===== config.mk =====
export PLATFORM = sky130hd
export DESIGN_NAME = pfc_freq_mode_sel
export DESIGN_NICKNAME = d
export VERILOG_FILES = /design/src/rtl/pfc_fsel_pkg.sv /design/src/rtl/pfc_fsel_thr_tbl.sv /design/src/rtl/pfc_fsel_div.sv /design/src/rtl/pfc_fsel_fsm.sv /design/src/rtl/pfc_freq_mode_sel.sv
export SDC_FILE = /design/constraint.sdc
export NUM_CORES = 1
export LEC_CHECK = 0
export ABC_AREA = 1
export BUFFER_PORTS_ARGS = -buffer_cell sky130_fd_sc_hd__buf_2
export CAP_MARGIN = 30
export CORE_MARGIN = 2
export CORE_UTILIZATION = 39
export DETAILED_ROUTE_END_ITERATION = 8
export HOLD_SLACK_MARGIN = 0.02
export PLACE_DENSITY = 0.59
export SYNTH_ARGS = -nofsm -noshare
export SYNTH_HDL_FRONTEND = slang
export SYNTH_SLANG_ARGS = --single-unit

===== constraint.sdc =====
create_clock -name clk -period 2.5 [get_ports clk]
set_input_delay 0.125 -clock clk [delete_from_list [all_inputs] [get_ports clk]]
set_output_delay 0.125 -clock clk [all_outputs]
set_load 0.1 [all_outputs]

===== src/rtl/pfc_fsel_pkg.sv =====
package pfc_fsel_pkg;

  parameter int unsigned CODE_W = 12;
  parameter int unsigned N_FREQ = 3;

  typedef enum logic [2:0] {
    MODE_CPC = 3'd0,
    MODE_F1  = 3'd1,
    MODE_F2  = 3'd2,
    MODE_F3  = 3'd3,
    MODE_CCM = 3'd4
  } fmode_e;

  typedef logic [N_FREQ-1:0][CODE_W-1:0] thr_vec_t;

  // Limit a command to [lo, hi].
  function automatic logic [CODE_W-1:0] clamp_code(input logic [CODE_W-1:0] cmd,
                                                   input logic [CODE_W-1:0] lo,
                                                   input logic [CODE_W-1:0] hi);
    if (cmd < lo)      return lo;
    else if (cmd > hi) return hi;
    else               return cmd;
  endfunction

  // State chosen at a switching-cycle boundary.
  function automatic fmode_e next_mode(input fmode_e cur,
                                       input logic below_zc,
                                       input logic [CODE_W-1:0] ipk,
                                       input thr_vec_t up,
                                       input thr_vec_t bnd);
    fmode_e nm;
    nm = cur;
    if (below_zc) begin
      nm = MODE_CPC;
    end else begin
      unique case (cur)
        MODE_CPC: nm = MODE_F1;
        MODE_F1: begin
          if (ipk > bnd[0])     nm = MODE_CCM;
          else if (ipk > up[0]) nm = MODE_F2;
        end
        MODE_F2: begin
          if (ipk > bnd[1])       nm = MODE_CCM;
          else if (ipk > up[1])   nm = MODE_F3;
          else if (ipk <= up[0])  nm = MODE_F1;
        end
        MODE_F3: begin
          if (ipk > bnd[2])       nm = MODE_CCM;
          else if (ipk > up[2])   nm = MODE_CCM;
          else if (ipk <= up[1])  nm = MODE_F2;
        end
        MODE_CCM: begin
          if (ipk <= up[2])       nm = MODE_F3;
        end
        default: nm = MODE_CPC;
      endcase
    end
    return nm;
  endfunction

endpackage


===== src/rtl/pfc_fsel_thr_tbl.sv =====
module pfc_fsel_thr_tbl
  import pfc_fsel_pkg::*;
#(
  parameter int unsigned ENTRIES = 2 * N_FREQ,
  parameter int unsigned AW      = $clog2(ENTRIES)
) (
  input  logic              clk,
  input  logic              rst_n,
  input  logic              we,
  input  logic              wr_bank,
  input  logic [AW-1:0]     wr_addr,
  input  logic [CODE_W-1:0] wr_data,
  input  logic              rd_bank,
  output thr_vec_t          up_o,
  output thr_vec_t          bnd_o
);

  logic [CODE_W-1:0] mem [0:1][0:ENTRIES-1];

  always_ff @(posedge clk or negedge rst_n) begin
    if (!rst_n) begin
      for (int b = 0; b < 2; b++)
        for (int e = 0; e < int'(ENTRIES); e++)
          mem[b][e] <= '1;
    end else if (we && (int'(wr_addr) < int'(ENTRIES))) begin
      mem[wr_bank][wr_addr] <= wr_data;
    end
  end

  for (genvar i = 0; i < int'(N_FREQ); i++) begin : g_rd
    assign up_o[i]  = mem[rd_bank][i];
    assign bnd_o[i] = mem[rd_bank][i + int'(N_FREQ)];
  end

  // writes land only in the populated entries
  assert_wr_addr_R11: assert property (@(posedge clk) disable iff (!rst_n)
    we |-> (int'(wr_addr) < int'(ENTRIES)));

endmodule


===== src/rtl/pfc_fsel_div.sv =====
module pfc_fsel_div #(
  parameter int unsigned DIV_A = 400,
  parameter int unsigned DIV_B = 200,
  parameter int unsigned DIV_C = 100,
  localparam int unsigned DMAX_AB = (DIV_A > DIV_B) ? DIV_A : DIV_B,
  localparam int unsigned DMAX    = (DMAX_AB > DIV_C) ? DMAX_AB : DIV_C,
  localparam int unsigned CW      = $clog2(DMAX)
) (
  input  logic       clk,
  input  logic       rst_n,
  input  logic       run,
  input  logic [1:0] sel,
  output logic       tick
);

  logic [CW-1:0] cnt;
  logic [CW-1:0] last;

  always_comb begin
    unique case (sel)
      2'd0:    last = CW'(DIV_A - 1);
      2'd1:    last = CW'(DIV_B - 1);
      default: last = CW'(DIV_C - 1);
    endcase
  end

  assign tick = run && (cnt == last);

  always_ff @(posedge clk or negedge rst_n) begin
    if (!rst_n)          cnt <= '0;
    else if (!run)       cnt <= '0;
    else if (tick)       cnt <= '0;
    else                 cnt <= cnt + 1'b1;
  end

  // the set pulse is one clock wide
  assert_tick_single_R7: assert property (@(posedge clk) disable iff (!rst_n)
    tick |=> !tick);

  // a period never overruns the selected divisor
  assert_cnt_bound_R9: assert property (@(posedge clk) disable iff (!rst_n)
    run |-> (cnt <= last));

endmodule


===== src/rtl/pfc_fsel_fsm.sv =====
module pfc_fsel_fsm
  import pfc_fsel_pkg::*;
(
  input  logic              clk,
  input  logic              rst_n,
  input  logic              step,
  input  logic              below_zc,
  input  logic [CODE_W-1:0] ipk,
  input  thr_vec_t          up,
  input  thr_vec_t          bnd,
  output fmode_e            mode_q
);

  fmode_e mode_d;

  always_comb mode_d = next_mode(mode_q, below_zc, ipk, up, bnd);

  always_ff @(posedge clk or negedge rst_n) begin
    if (!rst_n)    mode_q <= MODE_CPC;
    else if (step) mode_q <= mode_d;
  end

  // no mode change away from a cycle boundary
  assert_hold_off_boundary_R9: assert property (@(posedge clk) disable iff (!rst_n)
    !step |=> (mode_q == $past(mode_q)));

  // ordinary moves are single steps; only CPC and CCM are reached by jumps
  assert_single_step_R4: assert property (@(posedge clk) disable iff (!rst_n)
    step |=> (mode_q == MODE_CCM || mode_q == MODE_CPC ||
              3'(mode_q) == 3'($past(mode_q)) ||
              3'(mode_q) == 3'($past(mode_q)) + 3'd1 ||
              3'(mode_q) + 3'd1 == 3'($past(mode_q))));

endmodule


===== src/rtl/pfc_freq_mode_sel.sv =====
module pfc_freq_mode_sel
  import pfc_fsel_pkg::*;
#(
  parameter int unsigned VIN_W      = 12,
  parameter int unsigned DIV_F1     = 400,
  parameter int unsigned DIV_F2     = 200,
  parameter int unsigned DIV_F3     = 100,
  parameter int unsigned VZC_LO     = 200,
  parameter int unsigned VZC_HI     = 400,
  parameter int unsigned IPK_MIN    = 137,
  parameter int unsigned IPK_MAX    = 4095,
  parameter int unsigned IPK_LIM_F1 = 1365,
  parameter int unsigned IPK_LIM_F2 = 1638,
  localparam int unsigned TBL_AW    = $clog2(2 * N_FREQ)
) (
  input  logic              clk,
  input  logic              rst_n,
  input  logic [VIN_W-1:0]  vin_code,
  input  logic              range_hi,
  input  logic [CODE_W-1:0] ipk_cmd,
  input  logic              otg_set,
  input  logic              tbl_we,
  input  logic              tbl_bank,
  input  logic [TBL_AW-1:0] tbl_addr,
  input  logic [CODE_W-1:0] tbl_data,
  output logic [2:0]        mode,
  output logic              ccm,
  output logic              set_pulse,
  output logic [CODE_W-1:0] ipk_dac
);

  fmode_e      cur_mode;
  thr_vec_t    up_thr;
  thr_vec_t    bnd_thr;
  logic        below_zc;
  logic        dcm_run;
  logic [1:0]  div_sel;
  logic        div_tick;
  logic        cyc_end;
  logic [CODE_W-1:0] ceil_code;

  pfc_fsel_thr_tbl u_tbl (
    .clk     (clk),
    .rst_n   (rst_n),
    .we      (tbl_we),
    .wr_bank (tbl_bank),
    .wr_addr (tbl_addr),
    .wr_data (tbl_data),
    .rd_bank (range_hi),
    .up_o    (up_thr),
    .bnd_o   (bnd_thr)
  );

  assign below_zc = range_hi ? (vin_code < VIN_W'(VZC_HI))
                             : (vin_code < VIN_W'(VZC_LO));

  always_comb begin
    dcm_run = 1'b1;
    div_sel = 2'd0;
    unique case (cur_mode)
      MODE_F1: div_sel = 2'd0;
      MODE_F2: div_sel = 2'd1;
      MODE_F3: div_sel = 2'd2;
      default: dcm_run = 1'b0;
    endcase
  end

  pfc_fsel_div #(
    .DIV_A (DIV_F1),
    .DIV_B (DIV_F2),
    .DIV_C (DIV_F3)
  ) u_div (
    .clk   (clk),
    .rst_n (rst_n),
    .run   (dcm_run),
    .sel   (div_sel),
    .tick  (div_tick)
  );

  // Switching-cycle boundary: every clock in CPC, the divider wrap in DCM,
  // the off-time generator set in CCM.
  always_comb begin
    unique case (cur_mode)
      MODE_CPC: cyc_end = 1'b1;
      MODE_CCM: cyc_end = otg_set;
      default:  cyc_end = div_tick;
    endcase
  end

  pfc_fsel_fsm u_fsm (
    .clk      (clk),
    .rst_n    (rst_n),
    .step     (cyc_end),
    .below_zc (below_zc),
    .ipk      (ipk_cmd),
    .up       (up_thr),
    .bnd      (bnd_thr),
    .mode_q   (cur_mode)
  );

  always_comb begin
    unique case (cur_mode)
      MODE_F1: ceil_code = CODE_W'(IPK_LIM_F1);
      MODE_F2: ceil_code = CODE_W'(IPK_LIM_F2);
      default: ceil_code = CODE_W'(IPK_MAX);
    endcase
  end

  assign mode      = cur_mode;
  assign ccm       = (cur_mode == MODE_CCM);
  assign set_pulse = ccm ? otg_set : div_tick;
  assign ipk_dac   = clamp_code(ipk_cmd, CODE_W'(IPK_MIN), ceil_code);

  // no set pulse while not switching
  assert_no_set_in_cpc_R2: assert property (@(posedge clk) disable iff (!rst_n)
    (mode == 3'd0) |-> !set_pulse);

  // without an off-time set, CCM is held
  assert_ccm_hold_R8: assert property (@(posedge clk) disable iff (!rst_n)
    (ccm && !otg_set) |=> ccm);

  // DAC code always inside the global window
  assert_dac_window_R10: assert property (@(posedge clk) disable iff (!rst_n)
    (ipk_dac >= CODE_W'(IPK_MIN)) && (ipk_dac <= CODE_W'(IPK_MAX)));

  // tighter ceilings in the two slowest states
  assert_dac_slow_ceiling_R10: assert property (@(posedge clk) disable iff (!rst_n)
    ((mode == 3'd1) |-> (ipk_dac <= CODE_W'(IPK_LIM_F1))) and
    ((mode == 3'd2) |-> (ipk_dac <= CODE_W'(IPK_LIM_F2))));

endmodule


Word level (Yosys, flattened, before mapping)
Cells that the tools add are included.
- add/sub/neg operators: 1
- $lt $le $gt $ge: 19
- eq/ne operators: 10
- muxes and demuxes: 30
- bitwise logic cells: 3
- reductions and logical operators: 8
- operator list (cell ; number):
    $mux 72 ; 4
    $bwmux 144 ; 1
    $gt 12x12->1 ; 7
    $demux 72 s1 ; 1
    $demux 12 s3 ; 1
    $le 12x12->1 ; 3
    $mux 12 ; 3
    $mux 3 ; 10
    $lt 12x8->1 const B ; 2
    $pmux 12 s2 ; 1
    $mux 9 ; 2
    $pmux 9 s2 ; 1
    $pmux 3 s5 ; 1
    $lt 12x9->1 const B ; 1
    $ne 5x2->1 const B ; 2
    $add 9x1->9 const B ; 1
    $eq 9x9->1 ; 1
    $eq 3x2->1 const B ; 2
    $reduce_and 5->1 ; 1
    $ge 2x2->1 const B ; 2
    $ge 4x4->1 const B ; 1
    $logic_and 1x1->1 ; 4
    $lt 4x1->1 const B ; 1
    $ne 4x2->1 const B ; 1
    14 further kinds ; 17
- register bits: 156
- input port bits: 45
- output and inout bits: 17
- word-level logic and storage cells: 85

Longest topological paths before layout
Gate-level depths: netlist (run 1).
- depth after elaboration: 10
- gate-level depth with buffers: 20
- mapped depth without buffers: 18

Cells and area by module
Synthesis (run 1) repeated with hierarchy kept, for this count alone.
- cell total of the unflattened synthesis: 1317
- area total of the unflattened synthesis: 10412.5 um^2
- by module, submodules not included (module ; instances ; cells an instance ; area an instance (um^2) ; seq. area each (um^2)):
    pfc_fsel_thr_tbl ; 1 ; 734 ; 6834.1 ; 3783.6
    pfc_fsel_fsm ; 1 ; 390 ; 2374.8 ; 75.1
    pfc_freq_mode_sel ; 1 ; 114 ; 654.4 ; 0.0
    pfc_fsel_div ; 1 ; 79 ; 549.3 ; 225.2

Worst setup path after synthesis (run 1)
Ideal clock, no wire load.
- path type: register -> output
- from: register u_fsm.mode_q[0]
- to: output port ipk_dac[3]
- data arrival time: 4037 ps
- required time: 2375 ps
- slack: -1662 ps
- cell stages (with the launch flop): 16
- path buffers: 1
- cells stage by stage: dfrtp_1 -> inv_2 -> nor3_2 -> inv_2 -> nand2_1 -> ha_1 -> nand2_1 -> inv_1 -> nand3_1 -> inv_1 -> o21ai_0 -> nand3_1 -> nand2_1 -> inv_1 -> buf_4 -> o211ai_1
- word-level cells in the longest chain between the ends: 5
- elaborated cells on any way between the ends: 6
- classes of those cells: 1 x order compare; 2 x eq/ne; 3 x mux
- RTL lines (element ; RTL line ; text):
    from (decl) ; pfc_fsel_fsm.sv:11 ; output fmode_e mode_q
    from (signal assigned) ; pfc_fsel_fsm.sv:20 ; else if (step) mode_q <= mode_d;
    $eq 3x2->1 or $eq 3x1->1 (tied branches) ; pfc_freq_mode_sel.sv:102 ; unique case (cur_mode)
    $pmux 12 s2 (*) ; pfc_freq_mode_sel.sv:102 ;
    $gt 12x12->1 ; pfc_fsel_pkg.sv:21 ; else if (cmd > hi) return hi;
    $mux 12 (*) ; pfc_fsel_pkg.sv:21 ;
    $mux 12 (*) ; pfc_fsel_pkg.sv:20 ; if (cmd < lo) return lo;
    to (decl) ; pfc_freq_mode_sel.sv:29 ; output logic [CODE_W-1:0] ipk_dac
Every way passes the cells marked *; elsewhere a longest branch is shown, timed or not.

Worst setup path in the final report (run 1)
- from: register u_fsm.mode_q[1]
- to: output port ipk_dac[3]
The elaborated chain is that of the path after synthesis.

==> run metrics, run 1 <==
status complete, but fails checks; failing checks setup timing; layout cells sized above 1 36.0%; Crit Path Category reg -> out; Tcrit/Tclk final 119%; WHS Endpoint u_tbl.mem[17]$_DFFE_PN1P_; Worst EP required 2.38 ns; Critical Path AT 2.86 ns; sequential share of power 35.2%; P_sw 3.88 mW; Worst-Margin Slew 0.788 ns; most frequent cells in the layout 265 x nand2_1, 146 x o21ai_0, 144 x dfstp_2; drt pass-1 iters 4; Vias 7,446; hold_sp tbl_data[5]; Clock Path Buffers 2; Int Pwr 6.86 mW; crit path launch type flip-flop; Crit-path slowest cell dfrtp_4; worst reg2reg setup slack 0.18 ns; worst vdd ir 855 uV; Clock Power Share 25.8%; die width 161 um; full die area 0.0259 mm^2; Final Hold Fails 0; HPWL Detailed 16,900 um; Synth Instances 1,119; nets@finish 1,318; TritonCTS Sinks 156; antenna violations before repair 4; fin worst setup slack -0.480 ns; GPL Wtd Cong 0.802; unrepaired setup endpoints after global routing true; Core Area 0.0242 mm^2; Max Fclk 336 MHz; FF-to-FF End u_fsm.mode_q[1]$_DFFE_PN0P_; Synth Cell Area 0.00959 mm^2; Initial Utilization 39.5%; Crit path top cell by count nand2_4; Period minus WS final 2.98 ns; H-tree levels 4; Synthesis Warnings 0; clock tree root buffer cell clkbuf_16; Post-DRT Antenna Nets 0; Slew HR 47.5%; GR Overflow Total 0; crit-path cells buf_4, nand2_4, nor2_4, inv_4, nand2_4, ha_4, nand4_1, nor3_2, nand2_1, nand2_4, clkinvlp_4, o211ai_1, clkbuf_16; post-synthesis sequential area ratio 42.6%; Slew Viols, Final 0; Reg2Reg Depth 15; crit-path max cell delay 0.50 ns; Setup-failing EPs final 12; skew final 0.0136 ns; Post-Syn Area per Cell 8.57 um^2; PwrDens 926 mW/mm^2; total CTS buffers 17; pin count of the biggest net entering global routing 83; vias per inst 4.87; CTS tree built; Tot GR Track Use 19.3%; post-synth cell types 39; Clock transition at path regs 0.06 ns; Critical Path End Type primary output; logic gate share of total power 39.0%; num ports 62; crit path launch u_fsm.mode_q[1]$_DFFE_PN0P_; detailed-route wire length 23,900 um; DR WL/cell 15.6 um; EDFF count, synth 0; first-pass GRT wire length 38,700 um; Synth Flop Type dfstp_2; vias in the first global route 7,295; Switching Fraction 36.1%; crit-path max FO 5; PortBufs 58; setup TNS -4.91 ns; hold depth 3; Max-cap violations 0; # DRC 0; FP Rows 57; reg2reg start u_tbl.mem[58]$_DFFE_PN1P_; Synthesized Nets 1,246; initial DRC count 431; LEAKAGE 5.36 nW; ys async rst share 100%; hold slack 0.0465 ns; area added between synthesis and finish 21.0%; count of state elements after synthesis 156; later-pin clock latency in the skew report 0.43 ns; most common cell after layout, fill and taps aside nand2_1; class of the worst hold path in -> reg; Die Y 161 um
==> what timing repair did <==
action | 4_1_cts | 5_1_grt
pin swaps | 15 | 18
gates cloned | 1 | 0
endpoints found under the setup margin | 12 | 15
hold buffers | 0 | 0
buffers inserted | 8 | 2
resized for setup | 22 | 22
==> area by class of cell <==
| type | count | area [um^2] |
|---|---|---|
| Multi-Input combinational cell | 770 | 5040 |
| Timing Repair Buffer | 99 | 866 |
| Sequential cell | 156 | 4100 |
| Inverter | 146 | 559 |
| Timing Repair inverter | 1 | 7.51 |
| Clock buffer | 18 | 439 |
| Clock inverter | 12 | 189 |
| Fill cell | 2310 | 12600 |
| Antenna cell | 3 | 7.51 |
| Tap cell | 324 | 405 |
==> layer usage <==
layer  track usage, %  wire length [um]
met5                0                10
met4             4.38               252
met2             30.1             10300
met1             27.6             12200
met3             4.11              1040
==> per-stage QoR <==
stage / std cells / utilization, % / setup slack [ns] / power, mW / instance area [um^2]
after floorplan: 1119 / - / -1.09 / 6.54 / 9730
after global placement: 1485 / 44.1 / 0.00108 / 7.55 / 10700
after detailed placement: 1485 / 44.1 / -0.0664 / 7.65 / 10700
after CTS: 1524 / 47.3 / -0.407 / 10.7 / 11500
after global routing: 1527 / 47.8 / -0.568 / 11.4 / 11600
final: 1529 / 47.9 / -0.480 / 10.7 / 11600
==> registers in the layout, indices dropped and copies added (netlist names) <==
name / cells
u_div.cnt: 9
u_fsm.mode_q: 3
u_tbl.mem: 144
==> cell families after synthesis <==
| family | count (synthesis) | synth area share, % |
|---|---|---|
| AOI/OAI and AO/OA | 196 | 10.8 |
| xor gates and xnor gates | 4 | 0.365 |
| adders and majority gates | 82 | 10.7 |
| buffers and inverters | 193 | 8.04 |
| DFF | 156 | 42.6 |
| muxes | 72 | 8.46 |
| and+or+nand+nor | 416 | 19.1 |
==> power by group through the flow <==
stage / clock [mW] / combinational, mW / sequential, mW
6_report: 2.77 / 4.19 / 3.78
5_1_grt: 2.95 / 4.61 / 3.86
4_1_cts: 2.84 / 4.04 / 3.79
3_5_place_dp: 0 / 3.81 / 3.84
3_3_place_gp: 0 / 3.75 / 3.81
2_1_floorplan: 0 / 2.64 / 3.90
==> worst max path at each step <==
| stage | endpoint | cells past startpoint |
|---|---|---|
| after floorplan | ipk_dac[3] | 16 |
| after global placement | ipk_dac[1] | 13 |
| after detailed placement | ipk_dac[1] | 13 |
| after CTS | ipk_dac[5] | 15 |
| after global routing | ipk_dac[3] | 13 |
| final | ipk_dac[3] | 13 |
==> cell usage after synthesis (4+ instances only) <==
library cell	n	area, um^2
buf_4	8	60.1
a21oi_2	4	35.0
nor3_1	5	25.0
nor3_2	5	50.1
mux2_2	58	653
nor2_1	60	225
nand2_2	7	43.8
mux2_1	14	158
clkbuf_1	27	101
buf_2	12	60.1
a21oi_1	27	135
dfrtp_1	12	300
nor2_2	16	100
nand2_1	272	1020
inv_2	8	30.0
ha_1	82	1030
inv_1	137	514
a21o_1	6	45.0
o21ai_0	150	751
nand4_1	9	56.3
dfstp_2	144	3780
nand3_1	28	140
==> critical path: cells and delay by family, from the launching register on <==
kind	cells	cell delay (ns)
adder cells (fa/ha/maj)	1	0.28
flip-flops	1	0.50
AND/OR/NAND/NOR	7	0.79
buffers and inverters	4	0.59
AO/OA/AOI/OAI	1	0.26
Power figures use the tool's default switching activity.
==> run 2: changes to the inputs <==
--- a/config.mk
+++ b/config.mk
@@ -13,6 +13,7 @@
 export DETAILED_ROUTE_END_ITERATION = 8
 export HOLD_SLACK_MARGIN = 0.02
 export PLACE_DENSITY = 0.59
+export SKIP_CTS_REPAIR_TIMING = 1
 export SYNTH_ARGS = -nofsm -noshare
 export SYNTH_HDL_FRONTEND = slang
 export SYNTH_SLANG_ARGS = --single-unit
==> run 2 against run 1 <==
The flow still finishes with violations (setup timing). Non-clock buffer count down 1. Die area unchanged. Clock power about the same.
==> run metrics, run 2 (synthesis results as in run 1) <==
status complete, but fails checks; failing checks setup timing; later-pin clock latency in the skew report 0.43 ns; vias in the first global route 7,202; class of the worst hold path in -> reg; most common cell after layout, fill and taps aside nand2_1; Clock Power Share 25.7%; initial DRC count 474; WHS Endpoint u_tbl.mem[17]$_DFFE_PN1P_; worst vdd ir 785 uV; pin count of the biggest net entering global routing 83; Vias 7,464; DR WL/cell 15.8 um; layout cells sized above 1 35.8%; detailed-route wire length 24,100 um; PortBufs 58; antenna violations before repair 4; Worst EP required 2.38 ns; worst reg2reg setup slack 0.18 ns; unrepaired setup endpoints after global routing true; P_sw 3.92 mW; FP Rows 57; nets@finish 1,317; most frequent cells in the layout 264 x nand2_1, 147 x o21ai_0, 144 x dfstp_2; Initial Utilization 39.5%; Slew HR 47.6%; sequential share of power 35.2%; CTS tree built; fin cells 1,528; Core Area 0.0242 mm^2; hold_sp tbl_data[5]; Period minus WS final 2.90 ns; Tcrit/Tclk final 116%; Slew Viols, Final 0; setup TNS -4.08 ns; skew final 0.0109 ns; Final Hold Fails 0; GR Overflow Total 0; GPL Wtd Cong 0.802; crit-path max FO 5; H-tree levels 4; Worst-Margin Slew 0.785 ns; Max Fclk 345 MHz; pre-CTS setup slack -0.0664 ns; placed cell count 1,485; num ports 62; most flop-heavy register u_tbl.mem; TritonCTS Sinks 156; Post-DRT Antenna Nets 0; Max-cap violations 0; first-pass GRT wire length 38,500 um; Switching Fraction 36.3%; Tot GR Track Use 19.1%; Die Y 161 um; HPWL Detailed 16,900 um; hold depth 3; die width 161 um; clock tree root buffer cell clkbuf_16; FF-to-FF End u_fsm.mode_q[1]$_DFFE_PN0P_; Clock Path Buffers 2; # DRC 0; LEAKAGE 5.35 nW; Critical Path End Type primary output; Setup-failing EPs final 12; Int Pwr 6.87 mW; area added between synthesis and finish 21.4%; Clock transition at path regs 0.07 ns; Crit Path Category reg -> out; total CTS buffers 17; Reg2Reg Depth 15; logic gate share of total power 39.1%; vias per inst 4.88; reg2reg start u_tbl.mem[58]$_DFFE_PN1P_; PwrDens 927 mW/mm^2; drt pass-1 iters 5; fin worst setup slack -0.397 ns; crit path launch type flip-flop; Critical Path AT 2.77 ns; full die area 0.0259 mm^2; biggest regs u_tbl.mem x144, u_div.cnt x9, u_fsm.mode_q x3; fill cell count 2,303; max reg flops 144
==> run 2: cell count changes in the layout (fill, tap and decap cells not counted), sizes merged <==
cell      delta
clkinvlp     -1
buf          -1
clkinv       +1
==> run 2: final cells by class <==
class                   count  area, um^2  area share [%]
well taps                 324         405            3.48
multi-input cells         770        5060            43.5
repair buffers             98         870            7.47
diodes                      3        7.51          0.0645
repair inverters            1        5.00          0.0430
flip-flops and latches    156        4100            35.2
clock buffers              18         439            3.77
clock inverters            12         189            1.62
inverters                 146         564            4.85
==> run 2: metrics by stage <==
| stage | power [mW] | area, um^2 | utilization (%) | hold WS, ns |
|---|---|---|---|---|
| after detailed placement | 7.65 | 10700 | 44.1 | 0.471 |
| final | 10.8 | 11600 | 48.0 | 0.0449 |
| after global routing | 11.5 | 11600 | 48.0 | 0.0502 |
| after global placement | 7.55 | 10700 | 44.1 | 0.451 |
| after floorplan | 6.54 | 9730 | - | -0.171 |
| after CTS | 10.5 | 11300 | 46.7 | 0.0286 |
==> run 2: how the worst max path moves through the flow <==
stage	from	end	slack, ns	cells past startpoint
3_3_place_gp	u_fsm.mode_q[1]$_DFFE_PN0P_	ipk_dac[1]	0.001	13
4_1_cts	u_fsm.mode_q[1]$_DFFE_PN0P_	ipk_dac[1]	-0.54	13
2_1_floorplan	u_fsm.mode_q[2]$_DFFE_PN0P_	ipk_dac[3]	-1.09	16
5_1_grt	u_fsm.mode_q[0]$_DFFE_PN0P_	ipk_dac[5]	-0.49	13
6_report	u_fsm.mode_q[2]$_DFFE_PN0P_	ipk_dac[5]	-0.40	12
3_5_place_dp	u_fsm.mode_q[1]$_DFFE_PN0P_	ipk_dac[1]	-0.07	13
==> run 2: routing by layer <==
metal	global-route usage, %	vias up	wire length [um]
li1	-	3775	-
met1	27.5	3556	12300
met2	29.9	114	10600
met3	4.05	17	1000
met4	4.10	2	235
met5	0	-	10
==> run 2: critical path, cell delays in order, from the launching register on <==
cell and delay [ns]:
dfrtp_4 0.52, nor3_4 0.25, buf_6 0.17, ha_4 0.20
a21oi_2 0.14, nor2_1 0.07, o21ai_2 0.16, nand3_2 0.13
nand2_4 0.14, buf_6 0.12, o21ai_4 0.09, nor2_4 0.17
buf_12 0.18
==> run 2: power by group through the flow <==
stage	clock network, mW	registers [mW]	logic, mW
3_3_place_gp	0	3.81	3.75
4_1_cts	2.84	3.80	3.83
2_1_floorplan	0	3.90	2.64
3_5_place_dp	0	3.84	3.81
6_report	2.77	3.79	4.22
5_1_grt	2.95	3.87	4.64
